`src/rtl/cfg_autoload_pkg.sv`:
```
package cfg_autoload_pkg;
  localparam int WORD_W       = 16;
  localparam int BYTE_W       = 8;
  localparam int SHADOW_WORDS = 8;
  localparam int SHADOW_BYTES = 2 * SHADOW_WORDS;
  localparam int CSUM_WORD    = 6;
  localparam int CFG_FIRST    = 8;
  localparam int CFG_REGS     = 5;
  localparam int STAGE_WORDS  = CFG_FIRST + CFG_REGS;
  localparam logic [BYTE_W-1:0] SUM_TARGET = 8'hFF;

  typedef enum logic [1:0] {
    SQ_START,
    SQ_FETCH,
    SQ_CHECK,
    SQ_DONE
  } seq_state_e;
endpackage

```
`src/rtl/cfg_fetch_seq.sv`:
```
module cfg_fetch_seq
  import cfg_autoload_pkg::*;
#(
  parameter int IMG_WORDS = 18,
  parameter int TMO_W     = 16,
  localparam int ADDR_W   = $clog2(IMG_WORDS)
) (
  input  logic              clk,
  input  logic              rst_n,
  input  logic [TMO_W-1:0]  timeout_limit,
  input  logic              mem_ack,
  input  logic              sum_ok,
  output logic              mem_req,
  output logic [ADDR_W-1:0] mem_addr,
  output logic              word_we,
  output logic [ADDR_W-1:0] word_idx,
  output logic              image_end,
  output logic              commit,
  output logic              fail
);
  localparam logic [ADDR_W-1:0] LAST_IDX = ADDR_W'(IMG_WORDS - 1);

  seq_state_e        state_q, state_d;
  logic [ADDR_W-1:0] idx_q, idx_d;
  logic [TMO_W-1:0]  tmo_q, tmo_d;
  logic              idx_en, tmo_en;

  always_comb begin
    state_d   = state_q;
    idx_d     = idx_q;
    tmo_d     = tmo_q;
    idx_en    = 1'b0;
    tmo_en    = 1'b0;
    word_we   = 1'b0;
    image_end = 1'b0;
    commit    = 1'b0;
    fail      = 1'b0;
    unique case (state_q)
      SQ_START: begin
        state_d = SQ_FETCH;
        idx_d   = '0;
        tmo_d   = '0;
        idx_en  = 1'b1;
        tmo_en  = 1'b1;
      end
      SQ_FETCH: begin
        if (mem_ack) begin
          word_we = 1'b1;
          tmo_d   = '0;
          tmo_en  = 1'b1;
          if (idx_q == LAST_IDX) begin
            state_d = SQ_CHECK;
          end else begin
            idx_d  = idx_q + 1'b1;
            idx_en = 1'b1;
          end
        end else if (tmo_q >= timeout_limit) begin
          fail    = 1'b1;
          state_d = SQ_DONE;
        end else begin
          tmo_d  = tmo_q + 1'b1;
          tmo_en = 1'b1;
        end
      end
      SQ_CHECK: begin
        image_end = 1'b1;
        commit    = sum_ok;
        fail      = !sum_ok;
        state_d   = SQ_DONE;
      end
      default: state_d = SQ_DONE;
    endcase
  end

  always_ff @(posedge clk or negedge rst_n) begin
    if (!rst_n) begin
      state_q <= SQ_START;
      idx_q   <= '0;
      tmo_q   <= '0;
    end else begin
      state_q <= state_d;
      if (idx_en) idx_q <= idx_d;
      if (tmo_en) tmo_q <= tmo_d;
    end
  end

  assign mem_req  = (state_q == SQ_FETCH);
  assign mem_addr = idx_q;
  assign word_idx = idx_q;
endmodule

```
`src/rtl/cfg_sum_acc.sv`:
```
module cfg_sum_acc
  import cfg_autoload_pkg::*;
#(
  parameter int ADDR_W = 5
) (
  input  logic              clk,
  input  logic              rst_n,
  input  logic              word_we,
  input  logic [ADDR_W-1:0] word_idx,
  input  logic [WORD_W-1:0] word_data,
  output logic              sum_ok,
  output logic              csum16_ok
);
  logic [BYTE_W-1:0] sum8_q, sum8_d;
  logic [WORD_W-1:0] sum16_q, sum16_d;
  logic [WORD_W-1:0] stored_q;
  logic [BYTE_W-1:0] lo_b, hi_b;
  logic              in_window, is_stored;

  assign lo_b      = word_data[BYTE_W-1:0];
  assign hi_b      = word_data[WORD_W-1:BYTE_W];
  assign is_stored = (word_idx == ADDR_W'(CSUM_WORD));
  assign in_window = (word_idx < ADDR_W'(SHADOW_WORDS)) && !is_stored;

  always_comb begin
    sum8_d  = sum8_q + lo_b + hi_b;
    sum16_d = sum16_q + {{(WORD_W-BYTE_W){1'b0}}, lo_b}
                      + {{(WORD_W-BYTE_W){1'b0}}, hi_b};
  end

  always_ff @(posedge clk or negedge rst_n) begin
    if (!rst_n) begin
      sum8_q   <= '0;
      sum16_q  <= '0;
      stored_q <= '0;
    end else begin
      if (word_we) sum8_q <= sum8_d;
      if (word_we && in_window) sum16_q <= sum16_d;
      if (word_we && is_stored) stored_q <= word_data;
    end
  end

  assign sum_ok    = (sum8_q == SUM_TARGET);
  assign csum16_ok = (sum16_q == stored_q);
endmodule

```
`src/rtl/cfg_commit_regs.sv`:
```
module cfg_commit_regs
  import cfg_autoload_pkg::*;
#(
  parameter int ADDR_W = 5,
  parameter logic [CFG_REGS*WORD_W-1:0] CFG_DEFAULTS = '0
) (
  input  logic                       clk,
  input  logic                       rst_n,
  input  logic                       word_we,
  input  logic [ADDR_W-1:0]          word_idx,
  input  logic [WORD_W-1:0]          word_data,
  input  logic                       commit,
  input  logic                       fail,
  input  logic                       image_end,
  input  logic                       csum16_ok,
  input  logic [3:0]                 host_addr,
  output logic [CFG_REGS*WORD_W-1:0] cfg_flat,
  output logic [BYTE_W-1:0]          host_rdata,
  output logic                       busy,
  output logic                       load_done,
  output logic                       load_valid,
  output logic                       reloc_mode,
  output logic                       csum16_match
);
  logic [BYTE_W-1:0] shadow_w [SHADOW_BYTES];

  for (genvar g = 0; g < STAGE_WORDS; g++) begin : g_stage
    logic [WORD_W-1:0] word_q;
    logic              wr_en;
    assign wr_en = word_we && (word_idx == ADDR_W'(g));
    always_ff @(posedge clk) begin
      if (wr_en) word_q <= word_data;
    end
  end

  for (genvar b = 0; b < SHADOW_BYTES; b++) begin : g_shadow
    logic [BYTE_W-1:0] byte_q;
    always_ff @(posedge clk or negedge rst_n) begin
      if (!rst_n)      byte_q <= '0;
      else if (commit) byte_q <= g_stage[b/2].word_q[(b%2)*BYTE_W +: BYTE_W];
    end
    assign shadow_w[b] = byte_q;
  end

  for (genvar j = 0; j < CFG_REGS; j++) begin : g_cfg
    logic [WORD_W-1:0] reg_q;
    always_ff @(posedge clk or negedge rst_n) begin
      if (!rst_n)      reg_q <= CFG_DEFAULTS[j*WORD_W +: WORD_W];
      else if (commit) reg_q <= g_stage[CFG_FIRST+j].word_q;
    end
    assign cfg_flat[j*WORD_W +: WORD_W] = reg_q;
  end

  logic busy_q, busy_d, done_q, done_d, reloc_q, reloc_d, m16_q, m16_d;

  always_comb begin
    busy_d  = busy_q && !(commit || fail);
    done_d  = done_q || commit;
    reloc_d = reloc_q || fail;
    m16_d   = image_end ? csum16_ok : m16_q;
  end

  always_ff @(posedge clk or negedge rst_n) begin
    if (!rst_n) begin
      busy_q  <= 1'b1;
      done_q  <= 1'b0;
      reloc_q <= 1'b0;
      m16_q   <= 1'b0;
    end else begin
      busy_q  <= busy_d;
      done_q  <= done_d;
      reloc_q <= reloc_d;
      m16_q   <= m16_d;
    end
  end

  assign host_rdata   = busy_q ? '0 : shadow_w[host_addr];
  assign busy         = busy_q;
  assign load_done    = done_q;
  assign load_valid   = done_q;
  assign reloc_mode   = reloc_q;
  assign csum16_match = m16_q;
endmodule

```
`src/rtl/cfg_autoload.sv`:
```
module cfg_autoload
  import cfg_autoload_pkg::*;
#(
  parameter int IMG_WORDS = 18,
  parameter int TMO_W     = 16,
  parameter logic [CFG_REGS*WORD_W-1:0] CFG_DEFAULTS =
    {16'h0000, 16'h0002, 16'h9001, 16'h0000, 16'h0300},
  localparam int ADDR_W   = $clog2(IMG_WORDS)
) (
  input  logic              clk,
  input  logic              rst_n,
  input  logic [TMO_W-1:0]  timeout_limit,
  output logic              mem_req,
  output logic [ADDR_W-1:0] mem_addr,
  input  logic              mem_ack,
  input  logic [15:0]       mem_rdata,
  input  logic [3:0]        host_addr,
  output logic [7:0]        host_rdata,
  output logic [15:0]       cfg_iobase_lo,
  output logic [15:0]       cfg_iobase_hi,
  output logic [15:0]       cfg_burst,
  output logic [15:0]       cfg_misc,
  output logic [15:0]       cfg_irqctl,
  output logic              busy,
  output logic              load_done,
  output logic              load_valid,
  output logic              reloc_mode,
  output logic              csum16_match
);
  logic rst_meta_q, rst_sync_q;

  always_ff @(posedge clk or negedge rst_n) begin
    if (!rst_n) begin
      rst_meta_q <= 1'b0;
      rst_sync_q <= 1'b0;
    end else begin
      rst_meta_q <= 1'b1;
      rst_sync_q <= rst_meta_q;
    end
  end

  logic              word_we, image_end, commit, fail, sum_ok, csum16_ok;
  logic [ADDR_W-1:0] word_idx;
  logic [CFG_REGS*WORD_W-1:0] cfg_flat;

  cfg_fetch_seq #(.IMG_WORDS(IMG_WORDS), .TMO_W(TMO_W)) u_seq (
    .clk(clk), .rst_n(rst_sync_q), .timeout_limit(timeout_limit),
    .mem_ack(mem_ack), .sum_ok(sum_ok), .mem_req(mem_req), .mem_addr(mem_addr),
    .word_we(word_we), .word_idx(word_idx), .image_end(image_end),
    .commit(commit), .fail(fail)
  );

  cfg_sum_acc #(.ADDR_W(ADDR_W)) u_sum (
    .clk(clk), .rst_n(rst_sync_q), .word_we(word_we), .word_idx(word_idx),
    .word_data(mem_rdata), .sum_ok(sum_ok), .csum16_ok(csum16_ok)
  );

  cfg_commit_regs #(.ADDR_W(ADDR_W), .CFG_DEFAULTS(CFG_DEFAULTS)) u_regs (
    .clk(clk), .rst_n(rst_sync_q), .word_we(word_we), .word_idx(word_idx),
    .word_data(mem_rdata), .commit(commit), .fail(fail), .image_end(image_end),
    .csum16_ok(csum16_ok), .host_addr(host_addr), .cfg_flat(cfg_flat),
    .host_rdata(host_rdata), .busy(busy), .load_done(load_done),
    .load_valid(load_valid), .reloc_mode(reloc_mode), .csum16_match(csum16_match)
  );

  assign cfg_iobase_lo = cfg_flat[0*WORD_W +: WORD_W];
  assign cfg_iobase_hi = cfg_flat[1*WORD_W +: WORD_W];
  assign cfg_burst     = cfg_flat[2*WORD_W +: WORD_W];
  assign cfg_misc      = cfg_flat[3*WORD_W +: WORD_W];
  assign cfg_irqctl    = cfg_flat[4*WORD_W +: WORD_W];
endmodule

```
`config.mk`:
```
export PLATFORM = sky130hd
export DESIGN_NAME = cfg_autoload
export DESIGN_NICKNAME = d
export VERILOG_FILES = /design/src/rtl/cfg_autoload_pkg.sv /design/src/rtl/cfg_fetch_seq.sv /design/src/rtl/cfg_sum_acc.sv /design/src/rtl/cfg_commit_regs.sv /design/src/rtl/cfg_autoload.sv
export SDC_FILE = /design/constraint.sdc
export NUM_CORES = 1
export LEC_CHECK = 0
export BUFFER_PORTS_ARGS = -buffer_cell sky130_fd_sc_hd__buf_4
export CORE_MARGIN = 1
export CORE_UTILIZATION = 30
export CTS_BUF_LIST = sky130_fd_sc_hd__clkbuf_16
export DETAILED_ROUTE_END_ITERATION = 8
export PLACE_DENSITY_LB_ADDON = 0.1
export SYNTH_ARGS = -nofsm -noshare
export SYNTH_HDL_FRONTEND = slang
export SYNTH_SLANG_ARGS = --single-unit
```
`constraint.sdc`:
```
create_clock -name clk -period 9.9 [get_ports clk]
set_clock_uncertainty 0.15 [all_clocks]
set_input_delay 1.485 -clock clk [delete_from_list [all_inputs] [get_ports clk]]
set_output_delay 1.485 -clock clk [all_outputs]
set_load 0.01 [all_outputs]
```
==> summary.txt, run 1 <==
Route
  – Drt total wl: 50100 um
  – Antenna violation net count after detailed routing: 0
  – Vias per cell: 4.60
  – Drt pass-1 iters: 4
  – DRC viols: 0
  – Vias post-DR: 10300
  – Drt wl/cell: 22.3 um
  – DRT iter0 DRCs: 436

Global route
  – GRT met3 Usage: 2.75%
  – GRT met2 Usage: 26.0%
  – Vias in the first global route: 11100
  – Largest net degree at the start of global routing: 159
  – GRT overflow: 0
  – First-pass GRT wire length: 75300 um
  – Layer with the highest usage: met2
  – Antenna violations before repair: 5
  – GRT Overall Usage: 15.3%
  – Global-route met1 utilization: 20.3%

Clock tree
  – CTS tree: done
  – Root buf cell: clkbuf_16
  – Clk sink count: 485
  – Setup Buffers After CTS: 0
  – Clk_lat worst skew: 0.60 ns
  – Total CTS buffers: 55
  – Clock slew at reported path FFs: 0.06 ns
  – Hold Buf Count CTS: 0
  – Htree depth: 2
  – Post-CTS Resized: 0
  – Clk buf depth: 3

Timing
  – Minimum clock period: 5.13 ns
  – Fmax achieved: 195 MHz
  – Tcrit/Tclk final: 51.8%
  – Slew HR: 31.9%
  – Slew Limit Fails: 0
  – Worst-margin pin slew: 1.02 ns
  – Setup TNS: 0 ns
  – Final setup fails: 0
  – RSZ-0062 raised after global routing: no
  – Final Hold Viols: 0

Die
  – Row count: 93
  – Core Box Area: 64500 um2
  – IO Count: 138
  – Chip height: 258 um
  – Initial core utilization: 30.4%
  – Die ar.: 66300 um2
  – Die X: 258 um

Power and ir drop
  – PwrDens: 179 nW/um2
  – Worst VDD drop: 0.118 mV
  – Static leakage power: 10.0 nW

Setup path
  – Crit path required time: 8.27 ns
  – CP peak stage delay: 0.59 ns
  – Critical Path Start Type: input port
  – Critical path arrival: 3.49 ns
  – CP top delay family: multiplexers
  – Crit-path cells: buf_4 > mux4_2 > mux4_2 > nor2b_1 > buf_4
  – Worst Path Max Fanout: 32
  – CP max-delay cell: mux4_2
  – R2r worst-path depth: 6
  – Setup crit end kind: primary output
  – WP buf/inv: 2
  – Setup CP Type: in2out
  – Number of cells on the critical path: 5

Logic synthesis
  – Average cell area after synthesis: 16.7 um2
  – Primary FF master, synth: dfrtp_1
  – Ys async rst share: 57.1%
  – Syn. warnings: 0
  – Register bit count reported by yosys: 485
  – Sequential fraction of the synthesis area: 67.3%
  – Synth Cell Area: 19600 um2
  – Cells after synthesis: 1174
  – EDFF count, synth: 208
  – Unique masters post-synth: 61
  – Post-synthesis net count: 1270

Placement
  – Placed Area: 21700 um2
  – DP Wirelength: 29400 um
  – GP Congestion: 0.717
  – I/O Buffers: 137

Layout
  – Reg area: 13200 um2
  – Commonest non-fill, non-tap cell in the layout: dfrtp_1
  – Area Overhead vs Synth: 19.4%
  – Share of cells above drive strength 1: 38.0%
  – Fillers: 6139
  – Fin area: 23400 um2
  – Nets: 1439
  – Most frequent cells in the layout: dfrtp_1 (269), mux2_2 (227), edfxtp_1 (208)
  – Area of the multi-input gates: 6080 um2

Outcome
  – Outcome: completed

Job
  – Number of max-cap violations: 0

Worst hold path
  – Worst Hold Class: reg2reg
  – Hold Path Stages: 0
[worst paths after layout]
check,slack (ns),to,start
setup / recovery,4.77,host_rdata[1],host_addr[0]
hold / removal,0.20,rst_sync_q,rst_meta_q
setup reg to reg,6.20,u_regs.g_cfg[3].reg_q[9],u_sum.sum8_q[6]
hold reg to reg,0.20,rst_sync_q,rst_meta_q
max in group asynchronous,7.79,u_regs.g_cfg[3].reg_q[8],rst_sync_q
min in group asynchronous,0.27,u_regs.g_cfg[0].reg_q[7],rst_sync_q
[cells by family after synthesis]
group	after synthesis	share of synthesized area (%)
buffers and inverters	83	1.89
flip-flops	485	67.3
multiplexers	268	17.7
adder cells (fa/ha/maj)	57	4.29
XOR/XNOR	37	1.65
AO/OA/AOI/OAI	90	3.06
AND/OR/NAND/NOR	153	4.08
other	1	0.0191
[layout make-up]
cell class / count / share of cell area [%]
clock inverters: 48 / 1.41
repair buffers: 155 / 5.03
inverters: 40 / 0.642
clock buffers: 56 / 5.99
multi-input cells: 606 / 26.0
well taps: 855 / 4.57
diodes: 1 / 0.0107
flip-flops and latches: 485 / 56.4
[per-stage QoR]
step	setup WS, ns	std cells	utilization, %	hold WS (ns)	power, W
floorplan	1.47	1174	-	0.181	0.00221
global route	4.66	2245	36.3	0.217	0.00436
finish	4.77	2246	36.3	0.196	0.00420
CTS	4.71	2245	36.3	0.200	0.00428
detailed placement	4.70	2141	33.6	0.186	0.00229
global placement	4.77	2141	33.6	0.185	0.00228
[per-layer routing]
metal	routed length, um	vias to the layer above	part of all wire (%)
met5	0	-	0
li1	-	4693	-
met2	25100	159	50
met1	22100	5431	44
met4	905	0	1.8
met3	2080	59	4.1
[report_power, final]
part           leakage [nW]  internal, W  switching [W]
sequential             5.65      0.00210     0.00000523
combinational          3.50    0.0000400      0.0000924
clock                 0.888      0.00113       0.000834
total                  10.0      0.00327       0.000931
[sequential cells by signal, indices dropped and copies added (netlist names), 2 cells and up]
register / flops
u_regs.g_stage.word_q: 208
u_sum.stored_q: 16
u_sum.sum8_q: 8
u_seq.tmo_q: 16
u_sum.sum16_q: 16
u_seq.mem_addr: 5
u_regs.g_cfg.reg_q: 80
u_regs.g_shadow.byte_q: 128
u_seq.state_q: 2
[cell usage after synthesis, types with 4 or more instances]
cell type	count	area (um2)
mux4_2	40	901
mux2_2	227	2560
nor2b_1	15	93.8
o31ai_1	5	37.5
clkbuf_1	9	33.8
nand3_1	11	55.1
buf_1	6	22.5
a21oi_1	21	105
nand4_1	9	56.3
nor2_1	27	101
nor3_1	6	30.0
fa_1	17	340
xnor2_1	23	201
dfrtp_1	270	6760
xor2_1	14	123
dfstp_2	7	184
nand2_1	42	158
nor4_1	5	31.3
a211oi_1	4	30.0
or3_1	8	50.1
o211ai_1	4	30.0
inv_1	40	150
edfxtp_1	208	6250
buf_2	23	115
nand2b_1	6	37.5
o21ai_0	27	135
ha_1	40	500
a22o_1	4	35.0
or4_1	5	37.5
No activity file was read; power rests on OpenSTA's default activity.
==> run 2, diff against run 1 <==
==> constraint.sdc (replaced) <==
create_clock -name clk -period 5 [get_ports clk]
set_clock_uncertainty 0.15 [all_clocks]
set_input_delay 0.75 -clock clk [delete_from_list [all_inputs] [get_ports clk]]
set_output_delay 0.75 -clock clk [all_outputs]
set_load 0.01 [all_outputs]
==> run 2 against run 1 <==
Net effect:
- register-to-register slack lost 4.5 ns
- combinational power grew 100%
- clock power grew 100%
- worst setup slack lost 3.4 ns
- first-iteration DRC count grew 21%
==> summary.txt, run 2 (same netlist as run 1, synthesis figures left out) <==
Route
  – Vias per cell: 4.69
  – Drt wl/cell: 22.6 um
  – Antenna violation net count after detailed routing: 0
  – DRT iter0 DRCs: 529
  – Vias post-DR: 10500
  – DRC viols: 0
  – Drt pass-1 iters: 4
  – Drt total wl: 50800 um

Power and ir drop
  – Worst VDD drop: 0.250 mV
  – PwrDens: 357 nW/um2
  – Static leakage power: 10.1 nW

Die
  – Chip height: 258 um
  – Initial core utilization: 30.4%
  – Die ar.: 66300 um2
  – Core Box Area: 64500 um2
  – Die X: 258 um
  – IO Count: 138
  – Row count: 93

Clock tree
  – Setup Buffers After CTS: 0
  – Post-CTS Resized: 0
  – Htree depth: 2
  – CTS tree: done
  – Clk buf depth: 3
  – Clk sink count: 485
  – Hold Buf Count CTS: 1
  – Root buf cell: clkbuf_16
  – Total CTS buffers: 55
  – Clk_lat worst skew: 0.61 ns
  – Clock slew at reported path FFs: 0.06 ns

Layout
  – Reg area: 13200 um2
  – Largest register FFs: 208
  – Nets: 1443
  – Area Overhead vs Synth: 20.0%
  – Fillers: 6220
  – Post-Layout Cell Count: 2250
  – Top reg by flops: u_regs.g_stage.word_q
  – Most frequent cells in the layout: dfrtp_1 (269), mux2_2 (227), edfxtp_1 (208)
  – Commonest non-fill, non-tap cell in the layout: dfrtp_1
  – Area of the multi-input gates: 6080 um2
  – Share of cells above drive strength 1: 38.3%
  – Largest regs: u_regs.g_stage.word_q: 208 flops, u_regs.g_shadow.byte_q: 128 flops, u_regs.g_cfg.reg_q: 80 flops
  – Core Util, Final: 36.5%

Global route
  – Antenna violations before repair: 6
  – Vias in the first global route: 11100
  – GRT overflow: 0
  – First-pass GRT wire length: 76500 um
  – GRT Overall Usage: 15.6%
  – Largest net degree at the start of global routing: 101

Setup path
  – Critical Path Start Type: input port
  – Crit-path cells: buf_4 > mux4_2 > mux4_2 > nor2b_1 > buf_4
  – CP peak stage delay: 0.58 ns
  – CP max-delay cell: mux4_2
  – Crit path required time: 4.10 ns
  – R2r setup slk: 1.71 ns
  – Setup crit end kind: primary output
  – Critical path arrival: 2.77 ns
  – Setup CP Type: in2out
  – Worst Path Max Fanout: 32
  – WP buf/inv: 2
  – CP top delay family: multiplexers

Outcome
  – Outcome: completed

Placement
  – DP Wirelength: 30100 um
  – Placed Cells: 2144
  – I/O Buffers: 137
  – GP Congestion: 0.733

Worst hold path
  – Worst Hold Class: reg2reg

Job
  – Number of max-cap violations: 0

Timing
  – Slew Limit Fails: 0
  – Final Hold Viols: 0
  – Worst-margin pin slew: 0.989 ns
  – Tcrit/Tclk final: 73.3%
  – Minimum clock period: 3.67 ns
  – Final setup fails: 0
  – Slew HR: 33.9%
  – Setup TNS: 0 ns
  – RSZ-0062 raised after global routing: no
  – Fmax achieved: 273 MHz
[run 2: cell types whose count changed in the layout (fill, tap and decap cells not counted)]
cell and delta:
bufinv_16 +1, buf_12 +3, clkinv_1 -2, clkinv_4 +2
clkinv_2 +1, clkinvlp_4 -1, inv_1 -1, dlygate4sd3_1 +1
[run 2: metrics by stage]
| step | total power, W | hold slack (ns) | setup WS (ns) | cell area [um2] |
|---|---|---|---|---|
| floorplan | 0.00438 | 0.181 | 0.317 | 19600 |
| global placement | 0.00452 | 0.184 | 1.27 | 21700 |
| detailed placement | 0.00453 | 0.188 | 1.23 | 21700 |
| CTS | 0.00855 | 0.202 | 1.26 | 23500 |
| global route | 0.00873 | 0.214 | 1.20 | 23500 |
| finish | 0.00839 | 0.201 | 1.33 | 23500 |
[run 2: metal layers]
layer | global-route usage [%] | vias up | wire length, um
met4 | 3.86 | 0 | 964
li1 | - | 4708 | -
met2 | 25.1 | 157 | 24100
met5 | 0 | - | 0
met1 | 22.0 | 5615 | 23700
met3 | 2.56 | 64 | 2050
[run 2: worst paths after layout]
path / startpoint / endpoint / cells after the start
max: host_addr[0] / host_rdata[3] / 5
min in group asynchronous: rst_sync_q / u_regs.g_cfg[0].reg_q[6] / 0
max in group asynchronous: rst_sync_q / u_regs.g_cfg[2].reg_q[1] / 1
max reg2reg: u_seq.state_q[1] / u_regs.g_stage[6].word_q[2] / 6
min reg2reg: rst_meta_q / rst_sync_q / 0
min: rst_meta_q / rst_sync_q / 0
[run 2: worst reg2reg max path, cell delays in order, from the launching register on]
cell,delay (ns)
dfrtp_1,0.37
inv_1,0.12
ha_1,0.37
and2_0,0.49
nand3b_1,0.29
nor2_4,0.83
buf_4,0.36
[run 2: cell type report]
type	count	area share, %
sequential	485	56.1
clock buffer	56	5.96
multi-input combinational	606	25.9
antenna	1	0.0106
tap	855	4.55
inverter	40	0.639
timing repair buffer	159	5.30
clock inverter	48	1.55
[run 2: where the power goes]
part / total (W) / switching, W / internal [W]
clock: 0.00395 / 0.00167 / 0.00229
sequential: 0.00417 / 0.00000790 / 0.00416
combinational: 0.000267 / 0.000186 / 0.0000817
total: 0.00839 / 0.00186 / 0.00653
